## src/rtl/status_flags_pkg.sv

```systemverilog
package status_flags_pkg;

    localparam int FLAG_W = 4;

    // Field order fixes the bit layout: eq=3, neg=2, zero=1, carry=0
    typedef struct packed {
        logic eq;
        logic neg;
        logic zero;
        logic carry;
    } flags_t;

    typedef enum logic [1:0] {
        SRC_HOLD     = 2'd0,
        SRC_FROM_ALU = 2'd1,
        SRC_FROM_BUS = 2'd2,
        SRC_CLASH    = 2'd3
    } src_e;

endpackage

```

## src/rtl/flag_derive.sv

```systemverilog
module flag_derive #(
    parameter int DATA_W = 8
) (
    input  logic [DATA_W-1:0] result,
    input  logic [DATA_W-1:0] opa,
    input  logic [DATA_W-1:0] opb,
    input  logic              carry_in,
    output status_flags_pkg::flags_t flags
);
    localparam int MSB = DATA_W - 1;

    always_comb begin
        flags.carry = carry_in;
        flags.zero  = (result == '0);
        flags.neg   = result[MSB];
        flags.eq    = (opa == opb);
    end
endmodule

```

## src/rtl/flag_src_sel.sv

```systemverilog
module flag_src_sel (
    input  logic alu_load,
    input  logic bus_load,
    output status_flags_pkg::src_e sel,
    output logic conflict
);
    import status_flags_pkg::*;

    always_comb begin
        unique case ({alu_load, bus_load})
            2'b00:   sel = SRC_HOLD;
            2'b10:   sel = SRC_FROM_ALU;
            2'b01:   sel = SRC_FROM_BUS;
            default: sel = SRC_CLASH;
        endcase
    end

    always_comb begin
        unique case (sel)
            SRC_CLASH:    conflict = 1'b1;
            SRC_HOLD,
            SRC_FROM_ALU,
            SRC_FROM_BUS: conflict = 1'b0;
        endcase
    end
endmodule

```

## src/rtl/flag_store.sv

```systemverilog
module flag_store (
    input  logic clk,
    input  logic rst,
    input  status_flags_pkg::src_e sel,
    input  status_flags_pkg::flags_t alu_flags,
    input  status_flags_pkg::flags_t bus_flags,
    output status_flags_pkg::flags_t q
);
    import status_flags_pkg::*;

    always_ff @(posedge clk) begin
        if (rst) begin
            q <= '0;
        end else begin
            unique case (sel)
                SRC_FROM_ALU: q <= alu_flags;
                SRC_FROM_BUS: q <= bus_flags;
                SRC_HOLD,
                SRC_CLASH:    q <= q;
            endcase
        end
    end

    assert_reset_clear_R1: assert property (@(posedge clk)
        rst |=> (q == '0));

    assert_bus_capture_R3: assert property (@(posedge clk) disable iff (rst)
        (sel == SRC_FROM_BUS) |=> (q == $past(bus_flags)));

    assert_clash_hold_R4: assert property (@(posedge clk) disable iff (rst)
        (sel == SRC_CLASH) |=> $stable(q));

    assert_idle_hold_R5: assert property (@(posedge clk) disable iff (rst)
        (sel == SRC_HOLD) |=> $stable(q));
endmodule

```

## src/rtl/status_flags.sv

```systemverilog
module status_flags #(
    parameter int DATA_W = 8
) (
    input  logic              clk,
    input  logic              rst,
    input  logic              alu_load,
    input  logic [DATA_W-1:0] alu_result,
    input  logic [DATA_W-1:0] alu_opa,
    input  logic [DATA_W-1:0] alu_opb,
    input  logic              alu_carry,
    input  logic              bus_load,
    input  logic [DATA_W-1:0] bus_in,
    input  logic              flag_drive,
    output logic [DATA_W-1:0] bus_out,
    output logic              bus_oe,
    output logic [3:0]        flags_out,
    output logic              carry_to_alu,
    output logic              conflict
);
    import status_flags_pkg::*;

    localparam int PAD_W = DATA_W - FLAG_W;

    flags_t derived;
    flags_t from_bus;
    flags_t stored;
    src_e   sel;
    logic   unused_bus_hi;

    assign from_bus      = flags_t'(bus_in[FLAG_W-1:0]);
    assign unused_bus_hi = ^bus_in[DATA_W-1:FLAG_W];

    flag_derive #(.DATA_W(DATA_W)) u_derive (
        .result   (alu_result),
        .opa      (alu_opa),
        .opb      (alu_opb),
        .carry_in (alu_carry),
        .flags    (derived)
    );

    flag_src_sel u_sel (
        .alu_load (alu_load),
        .bus_load (bus_load),
        .sel      (sel),
        .conflict (conflict)
    );

    flag_store u_store (
        .clk       (clk),
        .rst       (rst),
        .sel       (sel),
        .alu_flags (derived),
        .bus_flags (from_bus),
        .q         (stored)
    );

    always_comb begin
        flags_out    = stored;
        carry_to_alu = stored.carry;
        bus_oe       = flag_drive;
        bus_out      = flag_drive ? {{PAD_W{1'b0}}, stored} : '0;
    end

    assert_alu_zero_R2: assert property (@(posedge clk) disable iff (rst)
        (alu_load && !bus_load) |=> (flags_out[1] == ($past(alu_result) == '0)));

    assert_alu_carry_R2: assert property (@(posedge clk) disable iff (rst)
        (alu_load && !bus_load) |=> (carry_to_alu == $past(alu_carry)));

    assert_bus_quiet_R6: assert property (@(posedge clk) disable iff (rst)
        !flag_drive |-> (bus_out == '0 && !bus_oe));

    assert_drive_no_touch_R6: assert property (@(posedge clk) disable iff (rst)
        (flag_drive && !alu_load && !bus_load) |=> $stable(flags_out));
endmodule

```

## config.mk

```make
export PLATFORM = sky130hd
export DESIGN_NAME = status_flags
export DESIGN_NICKNAME = d
export VERILOG_FILES = /design/src/rtl/status_flags_pkg.sv /design/src/rtl/flag_derive.sv /design/src/rtl/flag_src_sel.sv /design/src/rtl/flag_store.sv /design/src/rtl/status_flags.sv
export SDC_FILE = /design/constraint.sdc
export NUM_CORES = 1
export LEC_CHECK = 0
export ABC_CLOCK_PERIOD_IN_PS = 1490
export CAP_MARGIN = 10
export CORE_AREA = 5 5 42 44
export CTS_BUF_LIST = sky130_fd_sc_hd__clkbuf_4 sky130_fd_sc_hd__clkbuf_8 sky130_fd_sc_hd__clkbuf_16
export DETAILED_ROUTE_END_ITERATION = 16
export DIE_AREA = 0 0 47 49
export DONT_BUFFER_PORTS = 1
export SLEW_MARGIN = 20
export SYNTH_ARGS = -nofsm -noshare
export SYNTH_HDL_FRONTEND = slang
export SYNTH_SLANG_ARGS = --single-unit
```

## constraint.sdc

```tcl
create_clock -name clk -period 1.49 [get_ports clk]
set_input_delay 0.2235 -clock clk [delete_from_list [all_inputs] [get_ports clk]]
set_output_delay 0.2235 -clock clk [all_outputs]
set_load 0.01 [all_outputs]
```

==> results of run 1 <==
[worst paths after layout]
path / cells after the start / slack (ns) / endpoint / from
worst max-delay path: 1 / 0.35 / bus_out[0] / u_store.q[0]
worst min-delay path: 1 / 0.04 / u_store.q[1] / rst
worst max register to register: 2 / 0.71 / u_store.q[1] / u_store.q[1]
worst min register to register: 2 / 0.52 / u_store.q[1] / u_store.q[1]
[cells in the mapped netlist, types with 2 or more instances]
cell     instances
buf_4            6
nor2_1           3
mux2_2           2
xor2_1           8
and2_1           4
nor4_1           2
ha_1             2
nor3_1           2
dfxtp_1          4
a21oi_1          2
mux2i_1          2
inv_1            2
[final cells by class]
type | instances | share of cell area, %
clock buffers | 3 | 5.57
multi-input cells | 37 | 67.8
flip-flops and latches | 4 | 19.8
well taps | 16 | 4.95
inverters | 2 | 1.86
[stage by stage]
stage | std cells | utilization (%) | area [sq um] | total power [mW] | hold WS, ns
detailed placement | 59 | 27.2 | 382 | 0.199 | 0.292
floorplan | 50 | - | 412 | 0.203 | 0.290
global route | 62 | 28.8 | 404 | 0.363 | 0.0253
CTS | 62 | 28.8 | 404 | 0.343 | 0.0347
finish | 62 | 28.8 | 404 | 0.335 | 0.0430
global placement | 59 | 27.2 | 382 | 0.197 | 0.292
[where the power goes]
group          total [mW]  internal (mW)  switching (mW)
registers           0.128          0.116          0.0119
clock network       0.139         0.0904          0.0488
logic              0.0681         0.0338          0.0343
[kinds of logic after synthesis]
family                     after synthesis  synth area share (%)
buffers and inverters                    9                  14.4
xor gates and xnor gates                 8                  17.5
other                                    1                 0.937
muxes                                    4                  10.6
adders and majority gates                2                  6.25
DFF                                      4                  20.0
and+or+nand+nor                         15                  21.9
AOI/OAI and AO/OA                        4                  8.44
[routing by layer]
metal,track usage [%],up-vias,routed length [um]
met2,15.8,34,461
met5,0,-,0
li1,-,149,-
met3,8.12,4,187
met1,8.37,138,294
met4,5.53,0,20
==> flow_results.xml, run 1 <==
<?xml version="1.0" encoding="UTF-8"?>
<metrics>
  <group name="run_status">
    <metric name="outcome" unit="">finished clean</metric>
  </group>
  <group name="timing">
    <metric name="setup_viol" unit="">0</metric>
    <metric name="finalWorstPathRequiredPeriod" unit="ns">1.14</metric>
    <metric name="grt_setup_unrepaired" unit="">false</metric>
    <metric name="final.period_utilization" unit="%">76.7</metric>
    <metric name="timing_hold_violations_final" unit="">0</metric>
    <metric name="timing_max_transition_violations_final" unit="">0</metric>
    <metric name="totalNegativeSetupSlack" unit="ns">0</metric>
    <metric name="timing.final.ws_setup" unit="ns">0.347</metric>
    <metric name="max_clock_freq" unit="MHz">875</metric>
    <metric name="timing.clock.skew" unit="ns">0</metric>
  </group>
  <group name="placed_design">
    <metric name="dp_hpwl" unit="um">832</metric>
    <metric name="gp_congestion" unit="">0.616</metric>
    <metric name="port_buffers" unit="">0</metric>
    <metric name="detailedPlace.worstSlack" unit="ns">0.254</metric>
  </group>
  <group name="setup_path">
    <metric name="critPathKind" unit="">register to output port</metric>
    <metric name="worst_ep_required_time" unit="ns">1.27</metric>
    <metric name="timing.critical_path.to_type" unit="">output port</metric>
    <metric name="critical-path-slowest-cell" unit="">dfxtp_1</metric>
    <metric name="start_kind" unit="">register</metric>
    <metric name="critPathTopFamily" unit="">flip-flops</metric>
    <metric name="crit_buf_inv" unit="">0</metric>
    <metric name="cp_data_arrival_time" unit="ns">0.92</metric>
    <metric name="critPathMaxFanout" unit="">4</metric>
    <metric name="timing.critical_path.cells" unit="">and2_1</metric>
    <metric name="worst_path_largest_cell_delay" unit="ns">0.45</metric>
  </group>
  <group name="logic_synthesis">
    <metric name="synth_edf_count" unit="">0</metric>
    <metric name="synth_top_cell_by_area" unit="">dfxtp_1</metric>
    <metric name="synthesis.area_per_instance" unit="sq um">8.52</metric>
    <metric name="synth_top_cell_area_share" unit="%">20.0</metric>
    <metric name="postSynth.topFlopCell" unit="">dfxtp_1</metric>
    <metric name="synth.area.top_cells" unit="">dfxtp_1 20%, xor2_1 18%, buf_4 11%</metric>
    <metric name="syn-instance-count" unit="">47</metric>
    <metric name="yosys_register_bits" unit="">4</metric>
    <metric name="synth_warnings" unit="">0</metric>
    <metric name="netlist_area" unit="sq um">400</metric>
    <metric name="async_flop_share" unit="%">0</metric>
    <metric name="post_synth_num_cell_types" unit="">20</metric>
    <metric name="seq_area_frac_synth" unit="%">20.0</metric>
  </group>
  <group name="detailed_routing">
    <metric name="antenna_left" unit="">0</metric>
    <metric name="route.detailed.drc" unit="">0</metric>
    <metric name="vias" unit="">325</metric>
    <metric name="drtPass1Iterations" unit="">2</metric>
    <metric name="wirelength_routed" unit="um">964</metric>
    <metric name="post_drt_via_cell_ratio" unit="">5.24</metric>
    <metric name="wl_per_cell" unit="um">15.5</metric>
    <metric name="drt_iter0_drc" unit="">5</metric>
  </group>
  <group name="min_path">
    <metric name="hold_class" unit="">input pin to register</metric>
  </group>
  <group name="global_routing">
    <metric name="aggregate_global_routing_overflow" unit="">0</metric>
    <metric name="grt_antenna_before_repair" unit="">0</metric>
    <metric name="globalRouteTotalUtil" unit="%">10.0</metric>
    <metric name="grt_max_degree" unit="">8</metric>
    <metric name="first_global_vias" unit="">382</metric>
    <metric name="grt_pass1_wl" unit="um">1590</metric>
  </group>
  <group name="layout">
    <metric name="insertedDiodeCount" unit="">0</metric>
    <metric name="nets" unit="">88</metric>
    <metric name="biggestRegsByFlops" unit="">u_store.q x4</metric>
    <metric name="largest_register_ff_count" unit="">4</metric>
    <metric name="nFillCells" unit="">169</metric>
    <metric name="commonest_non_fill_non_tap_cells_in_the_layout" unit="">8 x xor2_1, 4 x and2_1, 4 x conb_1, 4 x dfxtp_1</metric>
    <metric name="layout_commonest_cell" unit="">xor2_1</metric>
    <metric name="max_flop_register" unit="">u_store.q</metric>
    <metric name="multi_input_area" unit="sq um">274</metric>
    <metric name="p_r_area_growth_vs_syn" unit="%">0.938</metric>
    <metric name="final-seq-area" unit="sq um">80.1</metric>
    <metric name="layout_cell_share_with_drive_strength_beyond_1" unit="%">15.2</metric>
  </group>
  <group name="floorplan">
    <metric name="dieArea" unit="sq um">2300</metric>
    <metric name="placeableCoreArea" unit="sq um">1400</metric>
    <metric name="initial_utilization" unit="%">28.6</metric>
    <metric name="io_pins" unit="">53</metric>
    <metric name="dieHeight" unit="um">49</metric>
    <metric name="die_width" unit="um">47</metric>
    <metric name="fp-row-count" unit="">14</metric>
  </group>
  <group name="clock_tree">
    <metric name="post-cts-setup-buffer-count" unit="">0</metric>
    <metric name="tritoncts" unit="">built</metric>
    <metric name="cts_repair_resize_count" unit="">0</metric>
    <metric name="numCtsBuffers" unit="">3</metric>
    <metric name="tritoncts_num_sinks" unit="">4</metric>
    <metric name="clock_insertion_delay_worst_skew" unit="ns">0.24</metric>
    <metric name="ctsHtreeMaxLevel" unit="">1</metric>
    <metric name="clkTransAtPathRegs" unit="ns">0.04</metric>
    <metric name="clock_tree.root_cell" unit="">clkbuf_4</metric>
    <metric name="ctsHoldBuffers" unit="">0</metric>
    <metric name="clock_tree.buffer_depth" unit="">2</metric>
  </group>
  <group name="pwr">
    <metric name="worst_ir_drop_vdd" unit="mV">0.355</metric>
    <metric name="power_density" unit="nW/um^2">829</metric>
    <metric name="p_leak" unit="nW">0.167</metric>
  </group>
  <group name="job">
    <metric name="max_cap_violations" unit="">0</metric>
  </group>
</metrics>
(Power assumes the default switching activity.)
==> run 2: changes to the inputs <==
ABC_CLOCK_PERIOD_IN_PS = 1150   (was 1490)
clock period = 1.15 ns   (was 1.49 ns; I/O delays follow)
==> run 2 against run 1 <==
  * Register-to-register slack worse by 0.34 ns
  * Critical path depth unchanged
  * Flip-flop and latch count is the same
  * Critical path type unchanged
  * Highest routed layer is now met3
==> flow_results.xml, run 2 (synthesized netlist as in run 1, its figures left out) <==
<?xml version="1.0" encoding="UTF-8"?>
<metrics>
  <group name="timing">
    <metric name="finalWorstPathRequiredPeriod" unit="ns">1.01</metric>
    <metric name="max_clock_freq" unit="MHz">992</metric>
    <metric name="setup_viol" unit="">0</metric>
    <metric name="timing_max_transition_violations_final" unit="">0</metric>
    <metric name="timing.clock.skew" unit="ns">0</metric>
    <metric name="grt_setup_unrepaired" unit="">false</metric>
    <metric name="final.period_utilization" unit="%">87.7</metric>
    <metric name="timing_hold_violations_final" unit="">0</metric>
  </group>
  <group name="layout">
    <metric name="largest_register_ff_count" unit="">4</metric>
    <metric name="commonest_non_fill_non_tap_cells_in_the_layout" unit="">8 x xor2_1, 4 x and2_1, 4 x conb_1, 4 x dfxtp_1</metric>
    <metric name="finalNonFillerCells" unit="">67</metric>
    <metric name="insertedDiodeCount" unit="">0</metric>
    <metric name="layout_cell_share_with_drive_strength_beyond_1" unit="%">19.6</metric>
    <metric name="nets" unit="">93</metric>
    <metric name="layout_commonest_cell" unit="">xor2_1</metric>
    <metric name="p_r_area_growth_vs_syn" unit="%">11.6</metric>
    <metric name="biggestRegsByFlops" unit="">u_store.q x4</metric>
    <metric name="post-route-cell-area" unit="sq um">447</metric>
    <metric name="max_flop_register" unit="">u_store.q</metric>
  </group>
  <group name="clock_tree">
    <metric name="tritoncts" unit="">built</metric>
    <metric name="clock_tree.root_cell" unit="">clkbuf_4</metric>
    <metric name="post-cts-setup-buffer-count" unit="">0</metric>
    <metric name="cts_repair_resize_count" unit="">0</metric>
    <metric name="clock_insertion_delay_worst_skew" unit="ns">0.23</metric>
    <metric name="clkTransAtPathRegs" unit="ns">0.04</metric>
    <metric name="ctsHoldBuffers" unit="">1</metric>
    <metric name="numCtsBuffers" unit="">3</metric>
    <metric name="clock_tree.buffer_depth" unit="">2</metric>
    <metric name="ctsHtreeMaxLevel" unit="">1</metric>
    <metric name="tritoncts_num_sinks" unit="">4</metric>
  </group>
  <group name="floorplan">
    <metric name="fp-row-count" unit="">14</metric>
    <metric name="dieHeight" unit="um">49</metric>
    <metric name="dieArea" unit="sq um">2300</metric>
    <metric name="io_pins" unit="">53</metric>
    <metric name="placeableCoreArea" unit="sq um">1400</metric>
    <metric name="die_width" unit="um">47</metric>
    <metric name="initial_utilization" unit="%">28.6</metric>
  </group>
  <group name="detailed_routing">
    <metric name="wl_per_cell" unit="um">14.2</metric>
    <metric name="route.detailed.drc" unit="">0</metric>
    <metric name="vias" unit="">343</metric>
    <metric name="post_drt_via_cell_ratio" unit="">5.12</metric>
    <metric name="antenna_left" unit="">0</metric>
    <metric name="wirelength_routed" unit="um">953</metric>
    <metric name="drt_iter0_drc" unit="">2</metric>
    <metric name="drtPass1Iterations" unit="">2</metric>
  </group>
  <group name="global_routing">
    <metric name="grt_antenna_before_repair" unit="">0</metric>
    <metric name="globalRouteTotalUtil" unit="%">9.30</metric>
    <metric name="first_global_vias" unit="">373</metric>
    <metric name="grt_pass1_wl" unit="um">1510</metric>
    <metric name="aggregate_global_routing_overflow" unit="">0</metric>
    <metric name="grt_max_degree" unit="">6</metric>
  </group>
  <group name="pwr">
    <metric name="share_seq_of_total_power" unit="%">36.5</metric>
    <metric name="worst_ir_drop_vdd" unit="mV">0.320</metric>
    <metric name="switching_share" unit="%">26.7</metric>
    <metric name="comb_power_share" unit="%">25.0</metric>
    <metric name="power.share.clock" unit="%">38.5</metric>
    <metric name="netSwitchingPower" unit="mW">0.118</metric>
    <metric name="power_density" unit="nW/um^2">990</metric>
    <metric name="p_leak" unit="nW">0.191</metric>
    <metric name="p_int" unit="mW">0.324</metric>
  </group>
  <group name="setup_path">
    <metric name="timing.critical_path.cells" unit="">and2_1</metric>
    <metric name="worst_ep_required_time" unit="ns">0.98</metric>
    <metric name="worst_path_largest_cell_delay" unit="ns">0.39</metric>
    <metric name="crit_buf_inv" unit="">0</metric>
    <metric name="cp_data_arrival_time" unit="ns">0.84</metric>
    <metric name="critPathKind" unit="">register to output port</metric>
    <metric name="critPathMaxFanout" unit="">3</metric>
    <metric name="critPathTopFamily" unit="">flip-flops</metric>
    <metric name="start_kind" unit="">register</metric>
    <metric name="critical-path-slowest-cell" unit="">dfxtp_1</metric>
    <metric name="timing.critical_path.to_type" unit="">output port</metric>
  </group>
  <group name="min_path">
    <metric name="hold_class" unit="">input pin to register</metric>
  </group>
  <group name="job">
    <metric name="max_cap_violations" unit="">0</metric>
  </group>
  <group name="placed_design">
    <metric name="gp_congestion" unit="">0.614</metric>
    <metric name="placed_area" unit="sq um">404</metric>
    <metric name="dp_hpwl" unit="um">852</metric>
    <metric name="port_buffers" unit="">0</metric>
    <metric name="dp.cells" unit="">62</metric>
  </group>
  <group name="run_status">
    <metric name="outcome" unit="">finished clean</metric>
  </group>
</metrics>
[run 2: changes by cell type in the layout (fill, tap and decap cells not counted)]
| cell | previous run | this run |
|---|---|---|
| buf_4 | 0 | 3 |
| dlygate4sd3_1 | 0 | 2 |
[run 2: power groups by stage]
| stage | registers [mW] | clock network, mW | logic [mW] |
|---|---|---|---|
| 5_1_grt | 0.163 | 0.195 | 0.122 |
| 3_3_place_gp | 0.164 | 0 | 0.103 |
| 6_report | 0.161 | 0.170 | 0.110 |
| 4_1_cts | 0.162 | 0.180 | 0.109 |
| 2_1_floorplan | 0.163 | 0 | 0.0997 |
| 3_5_place_dp | 0.164 | 0 | 0.105 |
[run 2: path summary, 6_finish.rpt]
| kind | startpoint | end | cells after the start | slack (ns) |
|---|---|---|---|---|
| setup / recovery | u_store.q[2] | bus_out[2] | 1 | 0.14 |
| hold / removal | alu_result[0] | u_store.q[1] | 3 | 0.13 |
| setup reg to reg | u_store.q[1] | u_store.q[1] | 2 | 0.37 |
| hold reg to reg | u_store.q[0] | u_store.q[0] | 2 | 0.52 |
[run 2: layer usage]
layer,GRT usage (%),vias to the layer above,part of all wire [%]
li1,-,159,-
met1,7.91,152,28
met2,15.2,32,54
met3,7.38,0,18
met4,4.15,0,0
met5,0,-,0
[run 2: layout make-up]
cell class	instances	area [sq um]
clock buffers	3	22.5
fillers	165	955
inverters	2	7.51
multi-input cells	37	274
flip-flops and latches	4	80.1
well taps	16	20.0
repair buffers	5	42.5
[run 2: metrics by stage]
stage	setup TNS, ns	power [mW]	hold slack, ns	util (%)	setup slack, ns
after floorplan	0	0.263	0.239	-	0.0606
after global placement	0	0.266	0.241	28.8	0.00796
after detailed placement	-0.0202	0.269	0.241	28.8	-0.0111
after CTS	0	0.451	0.0119	31.2	0.106
after global routing	0	0.480	0.147	31.9	0.0873
final	0	0.442	0.134	31.9	0.141
